--- src/rtl/pps_pkg.sv ---
// Package: shared types for the RAM-sourced phase path.
// Assumes: one-bit destination encoding, 0 = accumulator, 1 = offset adder.
package pps_pkg;

    typedef enum logic {
        DEST_ACC = 1'b0,
        DEST_OFF = 1'b1
    } ram_dest_e;

    typedef struct packed {
        logic      en;
        ram_dest_e dest;
    } route_t;

endpackage

--- src/rtl/pps_route_ctl.sv ---
// Module: pps_route_ctl
// Holds the memory routing controls. They change only on the update strobe,
// so the operand sources stay fixed between strobes.
// Assumes: rst_n is synchronous and active low.
module pps_route_ctl
    import pps_pkg::*;
(
    input  logic   clk,
    input  logic   rst_n,
    input  logic   upd_i,
    input  logic   en_i,
    input  logic   dest_i,
    output route_t route_o
);

    route_t route_q;

    // Load routing on the strobe; reset leaves memory disabled.
    always_ff @(posedge clk) begin
        if (!rst_n) begin
            route_q <= '{en: 1'b0, dest: DEST_ACC};
        end else if (upd_i) begin
            route_q <= '{en: en_i, dest: ram_dest_e'(dest_i)};
        end
    end

    assign route_o = route_q;

endmodule

--- src/rtl/pps_operand_mux.sv ---
// Module: pps_operand_mux
// Picks the frequency step and the phase offset from either the registers
// or the memory word, according to the current routing.
// Assumes: when the memory word feeds the offset, its top OFF_W bits are used.
module pps_operand_mux
    import pps_pkg::*;
#(
    parameter int ACC_W = 32,
    parameter int OFF_W = 14,
    parameter int RAM_W = 32
) (
    input  route_t             route_i,
    input  logic [ACC_W-1:0]   ftw_i,
    input  logic [OFF_W-1:0]   pow_i,
    input  logic [RAM_W-1:0]   ram_i,
    output logic [ACC_W-1:0]   freq_o,
    output logic [OFF_W-1:0]   off_o
);

    localparam int RAM_TOP = RAM_W - 1;

    logic [ACC_W-1:0] ram_as_freq;
    logic [OFF_W-1:0] ram_as_off;
    logic             ram_to_acc;
    logic             ram_to_off;

    // Fit the memory word to the accumulator width.
    generate
        if (RAM_W >= ACC_W) begin : g_ram_wide
            assign ram_as_freq = ram_i[ACC_W-1:0];
        end else begin : g_ram_narrow
            assign ram_as_freq = {{(ACC_W-RAM_W){1'b0}}, ram_i};
        end
    endgenerate

    assign ram_as_off = ram_i[RAM_TOP -: OFF_W];
    assign ram_to_acc = route_i.en && (route_i.dest == DEST_ACC);
    assign ram_to_off = route_i.en && (route_i.dest == DEST_OFF);

    // Operand selection: memory replaces one input, the register feeds the other.
    always_comb begin
        freq_o = ram_to_acc ? ram_as_freq : ftw_i;
        off_o  = ram_to_off ? ram_as_off  : pow_i;
    end

endmodule

--- src/rtl/pps_phase_acc.sv ---
// Module: pps_phase_acc
// Phase accumulator: adds the step each clock and wraps at 2^ACC_W.
// Assumes: the clear has priority over the addition.
module pps_phase_acc #(
    parameter int ACC_W = 32
) (
    input  logic             clk,
    input  logic             rst_n,
    input  logic             clr_i,
    input  logic [ACC_W-1:0] step_i,
    output logic [ACC_W-1:0] acc_o
);

    logic [ACC_W-1:0] acc_q;

    // Accumulate with modular wrap, or clear.
    always_ff @(posedge clk) begin
        if (!rst_n || clr_i) begin
            acc_q <= '0;
        end else begin
            acc_q <= acc_q + step_i;
        end
    end

    assign acc_o = acc_q;

endmodule

--- src/rtl/pps_offset_add.sv ---
// Module: pps_offset_add
// Adds the phase offset into the top OFF_W bits of the accumulator value
// and registers the sum as the output phase word.
// Assumes: OFF_W <= ACC_W.
module pps_offset_add #(
    parameter int ACC_W = 32,
    parameter int OFF_W = 14
) (
    input  logic             clk,
    input  logic             rst_n,
    input  logic [ACC_W-1:0] acc_i,
    input  logic [OFF_W-1:0] off_i,
    output logic [ACC_W-1:0] phase_o
);

    localparam int SHIFT = ACC_W - OFF_W;

    logic [ACC_W-1:0] off_aligned;
    logic [ACC_W-1:0] phase_q;

    // Align the offset to the top of the word.
    generate
        if (SHIFT > 0) begin : g_shift
            assign off_aligned = {off_i, {SHIFT{1'b0}}};
        end else begin : g_full
            assign off_aligned = off_i;
        end
    endgenerate

    // Register the offset sum.
    always_ff @(posedge clk) begin
        if (!rst_n) begin
            phase_q <= '0;
        end else begin
            phase_q <= acc_i + off_aligned;
        end
    end

    assign phase_o = phase_q;

endmodule

--- src/rtl/ram_phase_path.sv ---
// Module: ram_phase_path (top)
// DDS phase datapath in which a memory word stream can replace either the
// frequency step or the phase offset, chosen by latched routing controls.
// Assumes: all inputs settle within one clock; routing loads on route_upd_i.
module ram_phase_path
    import pps_pkg::*;
#(
    parameter int ACC_W = 32,
    parameter int OFF_W = 14,
    parameter int RAM_W = 32
) (
    input  logic             clk,
    input  logic             rst_n,
    input  logic             acc_clr_i,
    input  logic             route_upd_i,
    input  logic             ram_en_i,
    input  logic             ram_dest_i,
    input  logic [ACC_W-1:0] ftw_i,
    input  logic [OFF_W-1:0] pow_i,
    input  logic [RAM_W-1:0] ram_data_i,
    output logic [ACC_W-1:0] phase_o
);

    route_t           route;
    logic [ACC_W-1:0] freq_op;
    logic [OFF_W-1:0] off_op;
    logic [ACC_W-1:0] acc_val;

    pps_route_ctl u_route (
        .clk     (clk),
        .rst_n   (rst_n),
        .upd_i   (route_upd_i),
        .en_i    (ram_en_i),
        .dest_i  (ram_dest_i),
        .route_o (route)
    );

    pps_operand_mux #(
        .ACC_W (ACC_W),
        .OFF_W (OFF_W),
        .RAM_W (RAM_W)
    ) u_mux (
        .route_i (route),
        .ftw_i   (ftw_i),
        .pow_i   (pow_i),
        .ram_i   (ram_data_i),
        .freq_o  (freq_op),
        .off_o   (off_op)
    );

    pps_phase_acc #(
        .ACC_W (ACC_W)
    ) u_acc (
        .clk    (clk),
        .rst_n  (rst_n),
        .clr_i  (acc_clr_i),
        .step_i (freq_op),
        .acc_o  (acc_val)
    );

    pps_offset_add #(
        .ACC_W (ACC_W),
        .OFF_W (OFF_W)
    ) u_off (
        .clk     (clk),
        .rst_n   (rst_n),
        .acc_i   (acc_val),
        .off_i   (off_op),
        .phase_o (phase_o)
    );

endmodule

--- config.mk ---
export PLATFORM = sky130hd
export DESIGN_NAME = ram_phase_path
export DESIGN_NICKNAME = d
export VERILOG_FILES = /design/src/rtl/pps_pkg.sv /design/src/rtl/pps_route_ctl.sv /design/src/rtl/pps_operand_mux.sv /design/src/rtl/pps_phase_acc.sv /design/src/rtl/pps_offset_add.sv /design/src/rtl/ram_phase_path.sv
export SDC_FILE = /design/constraint.sdc
export NUM_CORES = 1
export LEC_CHECK = 0
export BUFFER_PORTS_ARGS = -buffer_cell sky130_fd_sc_hd__buf_2
export CAP_MARGIN = 20
export CORE_AREA = 2 2 103 105
export DETAILED_ROUTE_END_ITERATION = 7
export DIE_AREA = 0 0 105 107
export GPL_TIMING_DRIVEN = 0
export PLACE_DENSITY = 0.77
export SLEW_MARGIN = 5
export SYNTH_ARGS = -nofsm -noshare
export SYNTH_HDL_FRONTEND = slang
export SYNTH_HIERARCHICAL = 1
export SYNTH_SLANG_ARGS = --single-unit
--- constraint.sdc ---
create_clock -name clk -period 2.8 [get_ports clk]
set_input_delay 0.56 -clock clk [delete_from_list [all_inputs] [get_ports clk]]
set_output_delay 0.56 -clock clk [all_outputs]
set_load 0.005 [all_outputs]
# --- Yosys cells after proc, flatten, opt, wreduce, memory -nomap -nowiden ---
# Index checks and enable logic that the tools add are counted.
word_totals:
  inputBits: 84
  elab_cells: 13
  latch_bits: 0
  ff_bits: 66
  output_inout_bits: 32
  romBits: 0
  ramBits: 0
  memories: 0
classes:
  add_sub_neg: 2
  mux: 2
  n_bitwise: 1
  n_reduce_logical: 4
  div_mod_pow: 0
  order_cmp: 0
  shift: 0
  eq_ne: 0
  multipliers: 0
op_table:
  columns: ["operator", "n"]
  rows:
  - ["$add A32 B32 Y32", 2]
  - ["$mux W32", 1]
  - ["$mux W14", 1]
  - ["$logic_and A1 B1 Y1", 2]
  - ["$logic_not A1 Y1", 1]
  - ["$logic_or A1 B1 Y1", 1]
  - ["$not A1 Y1", 1]

# --- Longest topological paths before layout ---
depth:
  depth_word: 4
  depth_mapped: 12
  ltp_nobuf: 10

# --- Cells and area by module ---
# The synthesis kept the hierarchy.
modules_own_cells:
  columns: ["module", "n_inst", "cells_each", "area_per_inst_um2", "seq_area_each_um2"]
  rows:
  - ["pps_phase_acc", 1, 330, 2646.3, 640.6]
  - ["pps_offset_add", 1, 162, 1519.0, 640.6]
  - ["pps_operand_mux", 1, 53, 719.4, 0.0]
  - ["pps_route_ctl", 1, 6, 72.6, 40.0]

# --- Least setup slack after synthesis ---
# Ideal clock, no wire load.
synth_path:
  path_type: "register to register"
  from: "register u_route.route_q (netlist bit u_route/route_o[0])"
  to: "register u_acc.acc_q[23], in the netlist u_acc/acc_o[23]"
  required_time_ps: 2673
  setup_ps: 127
  period_less_slack_ps: 2938
  path_stages_with_launch: 12
  t_arrival_ps: 2811
  slack_ps: -138
  path_buffers: 2
  cell_sequence: "dfxtp_1 -> nand2b_1 -> buf_6 -> buf_12 -> mux2_4 -> ha_1 -> a211o_1 -> a211o_1 -> a211o_1 -> a21oi_4 -> nor4_1 -> or3_1"
synth_via:
  elab_chain_cells: 4
synth_rtl:
  columns: ["element", "line_no", "text"]
  rows:
  - ["start: declaration", "pps_route_ctl.sv:16", "route_t route_q;"]
  - ["start signal: assignment", "pps_route_ctl.sv:21", "route_q <= '{en: 1'b0, dest: DEST_ACC};"]
  - ["start signal: assignment", "pps_route_ctl.sv:23", "route_q <= '{en: en_i, dest: ram_dest_e'(dest_i)};"]
  - ["$not A1 Y1", "pps_operand_mux.sv:37", "assign ram_to_acc = route_i.en && (route_i.dest == DEST_ACC);"]
  - ["$logic_and A1 B1 Y1", "pps_operand_mux.sv:37", null]
  - ["$mux W32", "pps_operand_mux.sv:42", "freq_o = ram_to_acc ? ram_as_freq : ftw_i;"]
  - ["named net freq_op[1]", "ram_phase_path.sv:25", "logic [ACC_W-1:0] freq_op;"]
  - ["$add A32 B32 Y32", "pps_phase_acc.sv:21", "acc_q <= acc_q + step_i;"]
  - ["end signal: assignment", "pps_phase_acc.sv:21", null]
  - ["end: declaration", "pps_phase_acc.sv:14", "logic [ACC_W-1:0] acc_q;"]
# The timed path passes the listed nets, and every way through them passes these cells.
# A chain may end at the register's enable or synchronous reset.

# --- Worst setup path after layout ---
# Same ends and word-level chain as after synthesis.

==> out/results.tsv <==
stage	metric	value	unit
synth	synth_top_area_cell	dfxtp_1	
global_routing	grt_pass1_wl	22400	µm
clock_network	clockRootBuffer	clkbuf_8	
global_routing	grt-ovfl-total	0	
cells_and_area	n_antenna_cell	0	
setup_path	critPathMaxFanout	5	
timing	finalSetupTns	-1.86	ns
setup_path	critPathMaxStageDelay	0.38	ns
setup_path	r2r_end	u_acc/acc_o[23]	
route	drtIter0Drc	279	
floorplan	die-height	107	µm
route	postRouteWirelength	14100	µm
clock_network	cts_tree	yes	
timing	hold_viol_final	0	
route	wire_per_inst	16.6	µm
route	ant_nets	0	
power	powerDensity	514	nW/µm²
floorplan	die_x	105	µm
setup_path	crit_path_end	u_acc/acc_o[23]	
synth	avgSynthCellArea	9.00	µm²
timing	finalMaxSlewViolations	0	
synth	synth_area	4960	µm²
global_routing	grt_pass1_vias	4630	
timing	fin_crit	3.00	ns
clock_network	cts-buffers-inserted	9	
floorplan	num_rows	37	
route	avgViaCountPerCell	5.58	
timing	worstMarginPinSlew	0.526	ns
setup_path	path_class	reg2reg	
clock_network	clock-sinks	66	
cells_and_area	synthToLayoutAreaGrowth	35.7	%
timing	period_share	1.07	
global_routing	grt_usage	0.248	
setup_path	crit_path_top_delay_cell	a211o_4	
cells_and_area	fin_nets	840	
placed_design	place.gp.congestion	0.933	
setup_path	crit_start	u_route/route_o[0]	
synth	netlist_instances	551	
cells_and_area	finalNonFillerCells	850	
setup_path	reg2reg_from	u_route/route_o[0]	
min_path	hp-class	in2reg	
setup_path	crit_arrival	3.23	ns
clock_network	clkTransAtPathRegs	0.07	ns
synth	syn_nets	681	
synth	yosysUniqueCellTypes	67	
cells_and_area	layout-drive-gt1-share	0.420	
timing	setup_viol	17	
placed_design	io_buffer_count	115	
setup_path	start_kind	flip-flop	
clock_network	clk_latency	0.36	ns
setup_path	reg2reg_depth	10	
synth	yosys_warnings	6	
status	violations	setup timing	
flow_run	drv_cap	0	
status	status	finished, violations left	
route	vias	4746	
power	ir_worst_vdd	0.301	mV
power	p_leak	3.16	nW
route	detail_route.first_pass.iterations	5	
floorplan	core	10100	µm²
clock_network	max-clock-path-buffers	2	
floorplan	dieArea	11200	µm²
setup_path	end_kind	flip-flop	
timing	slew_headroom	0.650	
clock_network	htreeDepth	3	
synth	ys_async_sr_fraction	0	
setup_path	r2r_setup_slack	-0.20	ns
synth	synth_top_area_frac	0.267	
placed_design	place_inst	802	
synth	synth_flop_cell	dfxtp_1	
setup_path	path_cells	nand2b_4 -> buf_12 -> mux2_4 -> ha_4 -> a211o_1 -> a211o_4 -> a211o_4 -> a21oi_4 -> nor4_1 -> or3_1	
timing	rsz0062_at_grt	true	
timing	fin_ws	-0.198	ns
timing	fin_worst_skew	0.00950	ns
floorplan	io_pins	116	
setup_path	cp.required	3.04	ns
setup_path	crit_top_cell	a211o_4	
route	drc_errors	0	
synth	seq_area_frac_synth	0.267	
timing	fmax	0.334	GHz
timing	timing.hold.ws	0.468	ns
synth	synth-edff-count	0	
global_routing	antenna_found_initial	0	
floorplan	start_util	0.491	
placed_design	detailed_place_hpwl	10100	µm
synth	yosys-top-cells-area	dfxtp_1 27%, ha_1 11%, mux2_4 9.4%	
synth	synth_seq_cells	66	
global_routing	grt_start_max_net_pins	11	
## layer usage
| metal | GRT usage | up-vias | wire length (µm) |
|---|---|---|---|
| li1 | - | 2336 | - |
| met1 | 0.328 | 2219 | 6350 |
| met2 | 0.417 | 174 | 6830 |
| met3 | 0.0438 | 17 | 778 |
| met4 | 0.0638 | 0 | 161 |
| met5 | 0 | - | 0 |
## repair_timing
action / CTS / global route
gates cloned: 1 / 0
buffers inserted: 27 / 9
resized for setup: 61 / 40
pin swaps: 33 / 18
endpoints found under the setup margin: 23 / 24
hold buffers: 0 / 0
## where the power goes
group / leakage (nW) / internal (mW) / switching (mW)
combinational: 2.52 / 0.722 / 0.804
clock: 0.106 / 0.478 / 0.364
sequential: 0.544 / 1.04 / 0.0476
## through the flow
step	total power [mW]	area [µm²]	util	setup slack, ns
6_report	3.46	6730	0.666	-0.198
4_1_cts	3.33	6470	0.641	-0.194
3_5_place_dp	2.30	5750	0.570	-0.498
2_1_floorplan	1.98	5000	-	-0.0721
3_3_place_gp	2.28	5750	0.570	-0.469
5_1_grt	3.66	6730	0.666	-0.264
## sequential cells by signal, indices dropped and copies added, names as in the netlist
signal           count
u_acc/acc_o         32
u_off/phase_o       32
u_route/route_o      2
## area by class of cell
type | count | area [µm²]
Multi-Input combinational cell | 450 | 3900
Fill cell | 852 | 3370
Sequential cell | 66 | 1320
Timing Repair Buffer | 152 | 945
Tap cell | 136 | 170
Clock buffer | 13 | 169
Buffer | 17 | 133
Inverter | 14 | 52.6
Clock inverter | 2 | 35.0
## how the worst min path moves through the flow
| stage | end | start | slack (ns) | depth (start not counted) |
|---|---|---|---|---|
| floorplan | u_off/phase_o[0] | u_acc/acc_o[0] | 0.44 | 1 |
| global placement | u_off/phase_o[17] | u_acc/acc_o[17] | 0.44 | 1 |
| detailed placement | u_off/phase_o[15] | u_acc/acc_o[15] | 0.46 | 1 |
| CTS | u_route/route_o[0] | ram_dest_i | 0.46 | 3 |
| global route | u_off/phase_o[10] | u_acc/acc_o[10] | 0.48 | 1 |
| finish | u_route/route_o[0] | ram_dest_i | 0.47 | 3 |
## cell usage in the layout (no fill, tap or decap), drive strengths merged, types with 7 or more instances in the layout
master	n
nand2b	13
buf	162
inv	14
nor2	43
clkbuf	20
mux2i	11
and2	23
o21ai	18
nand4	10
dfxtp	66
xor2	13
a211oi	12
a31oi	8
mux2	47
xnor2	12
nand3	8
nand2	47
ha	44
a21o	15
a21oi	43
o21a	7
nor3	10
## kinds of logic (layout without fill, tap and decap cells)
kind of cell    Yosys count  after routing  share of synthesized area
simple gates            179            179                      0.185
compound gates          142            142                      0.193
flops                    66             66                      0.267
mux                      58             58                      0.152
fa+ha+maj                46             46                      0.119
buf+inv                  35            198                     0.0404
xor+xnor                 25             25                     0.0442
## cell usage after synthesis (all sizes together) (11+ instances only)
cell type  instances
a211oi            12
a21o              15
a21oi             43
and2              23
buf               13
dfxtp             66
ha                44
inv               14
mux2              47
mux2i             11
nand2             47
nand2b            13
nor2              43
o21ai             18
xnor2             12
xor2              13
## critical path, delay by kind of cell (launching register included)
kind / cells / cell delay, ns
adders and majority gates: 1 / 0.22
and+or+nand+nor: 3 / 0.62
buffers and inverters: 1 / 0.17
AOI/OAI and AO/OA: 4 / 1.24
DFF: 1 / 0.32
muxes: 1 / 0.31
No activity file was read; power rests on OpenSTA's default activity.
